<file path="src/rtl/frz_pkg.sv">
package frz_pkg;

    localparam int unsigned REG_W  = 32;
    localparam int unsigned ADDR_W = 4;

    localparam logic [1:0] W_STATUS = 2'd0;
    localparam logic [1:0] W_CTRL   = 2'd1;
    localparam logic [1:0] W_ILL    = 2'd2;
    localparam logic [1:0] W_IDENT  = 2'd3;

    localparam logic [REG_W-1:0] IDENT_VALUE = 32'hAD00_0003;

    typedef enum logic [1:0] {
        ST_RUN     = 2'd0,
        ST_FREEZING = 2'd1,
        ST_FROZEN  = 2'd2,
        ST_THAWING = 2'd3
    } frz_state_e;

    // control word, bit 0 freeze, bit 1 region reset, bit 2 unfreeze
    typedef struct packed {
        logic thaw;
        logic hold_rst;
        logic frz;
    } ctrl_t;

    // error word, bit 0 conflict with state, bit 1 multiple requests
    typedef struct packed {
        logic multi;
        logic conflict;
    } ill_t;

    function automatic ill_t judge_req(ctrl_t c, frz_state_e s);
        ill_t r;
        r.multi    = c.frz & c.thaw;
        r.conflict = ~r.multi &
                     ((c.frz & (s != ST_RUN)) | (c.thaw & (s != ST_FROZEN)));
        return r;
    endfunction

endpackage

</file>
<file path="src/rtl/frz_sync.sv">
module frz_sync #(
    parameter int unsigned STAGES = 2
) (
    input  logic clk,
    input  logic rst,
    input  logic d,
    output logic q
);
    logic [STAGES-1:0] sh;

    always_ff @(posedge clk) begin
        if (rst) begin
            sh <= '0;
        end else begin
            sh[0] <= d;
            for (int i = 1; i < int'(STAGES); i++) begin
                sh[i] <= sh[i-1];
            end
        end
    end

    assign q = sh[STAGES-1];
endmodule

</file>
<file path="src/rtl/frz_fsm.sv">
module frz_fsm
    import frz_pkg::*;
(
    input  logic       clk,
    input  logic       rst,
    input  logic       go_frz,
    input  logic       go_thaw,
    input  logic       ack_s,
    output frz_state_e state,
    output logic       frz_req,
    output logic       frz_done,
    output logic       run_done,
    output logic       pass
);
    frz_state_e nxt;

    always_comb begin
        nxt = state;
        unique case (state)
            ST_RUN:      if (go_frz)  nxt = ST_FREEZING;
            ST_FREEZING: if (ack_s)   nxt = ST_FROZEN;
            ST_FROZEN:   if (go_thaw) nxt = ST_THAWING;
            ST_THAWING:  if (!ack_s)  nxt = ST_RUN;
            default:                  nxt = ST_RUN;
        endcase
    end

    always_ff @(posedge clk) begin
        if (rst) state <= ST_RUN;
        else     state <= nxt;
    end

    assign frz_req  = (state == ST_FREEZING) || (state == ST_FROZEN);
    assign frz_done = (state == ST_FROZEN);
    assign run_done = (state == ST_RUN);
    assign pass     = (state == ST_RUN) || (state == ST_FREEZING);

    a_r6_done_exclusive: assert property (@(posedge clk) disable iff (rst)
        !(frz_done && run_done));

    a_r4_frozen_after_ack: assert property (@(posedge clk) disable iff (rst)
        $rose(frz_done) |-> $past(ack_s));

    a_r5_run_after_release: assert property (@(posedge clk) disable iff (rst)
        $rose(run_done) |-> !$past(ack_s));
endmodule

</file>
<file path="src/rtl/frz_gate.sv">
module frz_gate #(
    parameter int unsigned LANES = 2
) (
    input  logic             pass,
    input  logic [LANES-1:0] s_valid,
    input  logic [LANES-1:0] r_ready,
    output logic [LANES-1:0] r_valid,
    output logic [LANES-1:0] s_ready
);
    for (genvar i = 0; i < LANES; i++) begin : g_lane
        assign r_valid[i] = s_valid[i] & pass;
        assign s_ready[i] = r_ready[i] & pass;
    end
endmodule

</file>
<file path="src/rtl/frz_csr.sv">
module frz_csr
    import frz_pkg::*;
(
    input  logic              clk,
    input  logic              rst,
    input  logic              wen,
    input  logic [ADDR_W-1:0] addr,
    input  logic [REG_W-1:0]  wdata,
    input  frz_state_e        state,
    input  logic              frz_done,
    input  logic              run_done,
    output logic [REG_W-1:0]  rdata,
    output logic              go_frz,
    output logic              go_thaw,
    output logic              rgn_rst
);
    logic [1:0] word;
    logic       wr_ctrl, wr_ill, legal;
    ctrl_t      req, ctrl_q;
    ill_t       verdict, ill_q;

    assign word    = addr[3:2];
    assign wr_ctrl = wen && (word == W_CTRL);
    assign wr_ill  = wen && (word == W_ILL);
    assign req     = ctrl_t'(wdata[2:0]);
    assign verdict = judge_req(req, state);
    assign legal   = !(verdict.multi || verdict.conflict);
    assign go_frz  = wr_ctrl && legal && req.frz;
    assign go_thaw = wr_ctrl && legal && req.thaw;

    always_ff @(posedge clk) begin
        if (rst) begin
            ctrl_q <= '0;
            ill_q  <= '0;
        end else begin
            if (wr_ctrl && legal) begin
                ctrl_q.frz      <= req.frz;
                ctrl_q.thaw     <= req.thaw;
                ctrl_q.hold_rst <= req.hold_rst && (state == ST_FROZEN);
            end
            if (wr_ill && wdata[0]) begin
                ill_q <= '0;
            end else if (wr_ctrl) begin
                ill_q <= ill_q | verdict;
            end
        end
    end

    assign rgn_rst = ctrl_q.hold_rst && (state == ST_FROZEN);

    always_comb begin
        unique case (word)
            W_STATUS: rdata = {{(REG_W-2){1'b0}}, run_done, frz_done};
            W_CTRL:   rdata = {{(REG_W-3){1'b0}}, ctrl_q};
            W_ILL:    rdata = {{(REG_W-2){1'b0}}, ill_q};
            default:  rdata = IDENT_VALUE;
        endcase
    end

    a_r8_multi_source: assert property (@(posedge clk) disable iff (rst)
        $rose(ill_q.multi) |-> $past(wr_ctrl && wdata[0] && wdata[2]));

    a_r9_clear_word: assert property (@(posedge clk) disable iff (rst)
        (wr_ill && wdata[0]) |=> (ill_q == '0));

    a_r7_no_state_move: assert property (@(posedge clk) disable iff (rst)
        (wr_ctrl && !legal && (state == ST_RUN || state == ST_FROZEN))
        |=> $stable(state));
endmodule

</file>
<file path="src/rtl/frz_bridge_ctl.sv">
module frz_bridge_ctl
    import frz_pkg::*;
#(
    parameter int unsigned LANES       = 2,
    parameter int unsigned SYNC_STAGES = 2
) (
    input  logic              clk,
    input  logic              rst,
    input  logic              csr_wen,
    input  logic [ADDR_W-1:0] csr_addr,
    input  logic [REG_W-1:0]  csr_wdata,
    output logic [REG_W-1:0]  csr_rdata,
    output logic              frz_req_o,
    input  logic              frz_ack_i,
    output logic              rgn_rst_o,
    input  logic [LANES-1:0]  s_valid_i,
    output logic [LANES-1:0]  r_valid_o,
    input  logic [LANES-1:0]  r_ready_i,
    output logic [LANES-1:0]  s_ready_o
);
    frz_state_e state;
    logic ack_s, go_frz, go_thaw, frz_done, run_done, pass;

    frz_sync #(.STAGES(SYNC_STAGES)) u_sync (
        .clk(clk), .rst(rst), .d(frz_ack_i), .q(ack_s)
    );

    frz_csr u_csr (
        .clk(clk), .rst(rst), .wen(csr_wen), .addr(csr_addr),
        .wdata(csr_wdata), .state(state), .frz_done(frz_done),
        .run_done(run_done), .rdata(csr_rdata), .go_frz(go_frz),
        .go_thaw(go_thaw), .rgn_rst(rgn_rst_o)
    );

    frz_fsm u_fsm (
        .clk(clk), .rst(rst), .go_frz(go_frz), .go_thaw(go_thaw),
        .ack_s(ack_s), .state(state), .frz_req(frz_req_o),
        .frz_done(frz_done), .run_done(run_done), .pass(pass)
    );

    frz_gate #(.LANES(LANES)) u_gate (
        .pass(pass), .s_valid(s_valid_i), .r_ready(r_ready_i),
        .r_valid(r_valid_o), .s_ready(s_ready_o)
    );

    a_r4_gate_closed: assert property (@(posedge clk) disable iff (rst)
        frz_done |-> (r_valid_o == '0 && s_ready_o == '0));

    a_r10_rst_when_frozen: assert property (@(posedge clk) disable iff (rst)
        rgn_rst_o |-> frz_done);

    a_r3_req_from_run: assert property (@(posedge clk) disable iff (rst)
        $rose(frz_req_o) |-> $past(run_done));
endmodule

</file>
<file path="config.mk">
export PLATFORM = sky130hd
export DESIGN_NAME = frz_bridge_ctl
export DESIGN_NICKNAME = d
export VERILOG_FILES = /design/src/rtl/frz_pkg.sv /design/src/rtl/frz_sync.sv /design/src/rtl/frz_fsm.sv /design/src/rtl/frz_gate.sv /design/src/rtl/frz_csr.sv /design/src/rtl/frz_bridge_ctl.sv
export SDC_FILE = /design/constraint.sdc
export NUM_CORES = 1
export LEC_CHECK = 0
export BUFFER_PORTS_ARGS = -buffer_cell sky130_fd_sc_hd__buf_2
export CORE_MARGIN = 2
export CORE_UTILIZATION = 34
export CTS_BUF_LIST = sky130_fd_sc_hd__clkbuf_8 sky130_fd_sc_hd__clkbuf_16
export DETAILED_ROUTE_END_ITERATION = 16
export GPL_ROUTABILITY_DRIVEN = 0
export GPL_TIMING_DRIVEN = 0
export HOLD_SLACK_MARGIN = 0.05
export PLACE_DENSITY = 0.88
export SKIP_CTS_REPAIR_TIMING = 1
export SLEW_MARGIN = 20
export SYNTH_ARGS = -nofsm -noshare
export SYNTH_HDL_FRONTEND = slang
export SYNTH_SLANG_ARGS = --single-unit
</file>
<file path="constraint.sdc">
create_clock -name clk -period 1.8 [get_ports clk]
set_input_delay 0.09 -clock clk [delete_from_list [all_inputs] [get_ports clk]]
set_output_delay 0.09 -clock clk [all_outputs]
set_load 0.03 [all_outputs]
</file>
==> run_results.csv <==
group,metric,value,unit
timing,setup_viol,0,
routing,wl_per_cell,8.57,um
yosys,synth-compound-area-share,13.3,%
timing,post-route-min-period,1.71,ns
finish,layout_commonest_cell,"buf_4",
yosys,ys_seq_elements,9,
grt,grt_pass1_vias,556,
routing,via_per_inst,3.95,
routing,drtIter0Drc,2,
yosys,synth-simple-area-share,21.6,%
floorplanning,die_w,52.0,um
clock_tree,cts.path.max_buffers,2,
yosys,synth_fa_ha_area_share,6.39,%
timing,max_clock_freq,584,MHz
finish,areaGrowthSynthToFinish,36.9,%
yosys,syn_inst,94,
routing,drt_drc_violations_left,0,
grt,antenna_found_initial,0,
routing,dr_total_vias,683,
yosys,avgSynthCellArea,8.33,um^2
timing,slew_violations,0,
routing,drt.antenna.violating_nets,0,
clock_tree,cts.reportedPaths.clkPinSlew,0.05,ns
timing,fin_setup_tns,0,ns
floorplanning,ios,82,
clock_tree,cts_inserted_buffers,3,
grt,grt_use_total,11.7,%
placement,placed_area,1020,um^2
floorplanning,core-area,2190,um^2
pwr,peakVddDrop,0.000571,V
clock_tree,htree_levels,1,
yosys,synth_mux_area_share,5.43,%
floorplanning,start_util,35.8,%
timing,finClkSkew,0.00465,ns
setup_path,critPathRequiredTime,1.91,ns
clock_tree,cts.sinks,9,
pwr,finalPower,665,uW
routing,drtPass1Iterations,4,
yosys,synth_area,783,um^2
floorplanning,dieHeight,52.0,um
yosys,synthXorXnorAreaFrac,0,%
yosys,yosysTopAreaCell,"buf_4",
clock_tree,cts_tree,"yes",
yosys,synth-seq-area-share,23.0,%
setup_path,crit_path_start_kind,"register",
yosys,synth_top_area_share,26.8,%
setup_path,worstPathArrival,1.83,ns
timing,rsz0062_at_grt,"no",
grt,grt-ovfl-total,0,
finish,diodes,0,
yosys,yosysWarnings,0,
finish,fin_util,48.9,%
yosys,ys_types,31,
timing,finalHoldViolCount,0,
timing,whs,0.0671,ns
finish,final_area,1070,um^2
timing,fin_crit_sh,95.1,%
finish,mostFrequentLayoutCells,"buf_4 (28), conb_1 (24), buf_2 (24)",
run,cap_viol_max_count,0,
clock_tree,clock_latency,0.24,ns
setup_path,path_class,"register to register",
grt,grt_max_degree,10,
grt,grt_pass1_wl,2.28,mm
finish,drive_above_1_share,45.5,%
setup_path,worst_path_max_delay_cell,"or3b_1",
status,status,"complete, no violations",
floorplanning,dieArea,2700,um^2
finish,num-fill-cells,231,
setup_path,crit_fanout,6,
placement,dpl.hpwl,1.23,mm
clock_tree,ctsRootBufferMaster,"clkbuf_8",
finish,finalNetCount,194,
min_path,hold_class,"primary input to register",
setup_path,end_kind,"register",
yosys,synth_top_family_by_area,"buffers and inverters",
yosys,synth.area.top_cells,"buf_4 (27%), dfxtp_1 (23%), ha_1 (6.4%)",
routing,routed_wl,1.48,mm
placement,io_buffer_count,24,
pwr,power.density,620,nW/um^2
setup_path,slowest_delay,0.39,ns
pwr,p_leak,0.573,nW
setup_path,worstPathCellList,"inv_1 > ha_1 > or3b_1 > a211oi_2 > or3_2 > a21oi_2",
floorplanning,rows,17,
-- power breakdown --
group	switching, mW	leakage (nW)	internal, mW	total [mW]
clock	0.0872	0.0255	0.151	0.239
sequential	0.00257	0.0736	0.205	0.208
combinational	0.140	0.474	0.0790	0.219
total	0.230	0.573	0.435	0.665
-- worst max-delay path: cells and delay by family, from the launching register on --
family          cells  cell delay (ns)
compound gates      2             0.33
fa+ha+maj           1             0.25
buf+inv             1             0.08
flops               1             0.35
simple gates        2             0.57
-- state kept, by name, summed over array words and instances (netlist names) --
register,flops
u_fsm.state,2
u_csr.ill_q,2
u_csr.ctrl_q,3
u_sync.sh,2
-- worst paths after layout --
kind	from	end	slack (ns)	cells after the start
max	u_fsm.state[1]$_SDFFE_PP0P_	u_fsm.state[1]$_SDFFE_PP0P_	0.09	6
min	frz_ack_i	u_sync.sh[0]$_SDFF_PP0_	0.07	2
max reg2reg	u_fsm.state[1]$_SDFFE_PP0P_	u_fsm.state[1]$_SDFFE_PP0P_	0.09	6
min reg2reg	u_sync.sh[0]$_SDFF_PP0_	u_sync.sh[1]$_SDFF_PP0_	0.43	1
-- metal layers --
metal  vias up  GRT usage, %  part of all wire [%]
met5         -             0                     0
met4         0          5.26                   1.6
met3         4          4.60                    11
met2        30          20.3                    50
met1       285          12.2                    38
li1        364             -                     -
-- cells in the mapped netlist --
library cell and count:
nor2_1 6, o221a_2 1, clkbuf_2 1, inv_1 4, and3b_1 1, clkbuf_1 1, a41oi_1 1, nor3_1 2
nor2b_1 6, buf_4 28, a221oi_2 1, nand3b_1 1, nand2_1 2, nand2b_1 3, or2_2 1, and2_1 2
o21ai_1 1, conb_1 1, o22a_1 2, ha_1 4, a21oi_1 3, nor3b_1 1, mux2i_1 2, or3_2 1
a211oi_2 1, mux2_2 2, a21oi_2 1, or3b_1 2, dfxtp_1 9, o21ai_0 2, nand3_1 1
-- stage by stage --
| stage | instances | worst slack (ns) |
|---|---|---|
| 6_report | 173 | 0.0883 |
| 5_1_grt | 173 | 0.0193 |
| 4_1_cts | 173 | 0.0313 |
| 3_5_place_dp | 169 | 0.0503 |
| 3_3_place_gp | 169 | 0.102 |
| 2_1_floorplan | 117 | 0.212 |
-- cell families after synthesis --
family	Yosys count
AO/OA/AOI/OAI	13
adder cells (fa/ha/maj)	4
buffers and inverters	34
flip-flops	9
multiplexers	4
other	1
AND/OR/NAND/NOR	29
-- final cells by class --
cell class | count | area, um^2 | area share, %
Buffer | 30 | 219 | 20.4
Clock buffer | 3 | 41.3 | 3.85
Sequential cell | 9 | 181 | 16.9
Tap cell | 28 | 35.0 | 3.27
Inverter | 4 | 15.0 | 1.40
Clock inverter | 1 | 5.00 | 0.467
Multi-Input combinational cell | 74 | 455 | 42.5
Timing Repair Buffer | 24 | 120 | 11.2
No activity file was read; power rests on OpenSTA's default activity.
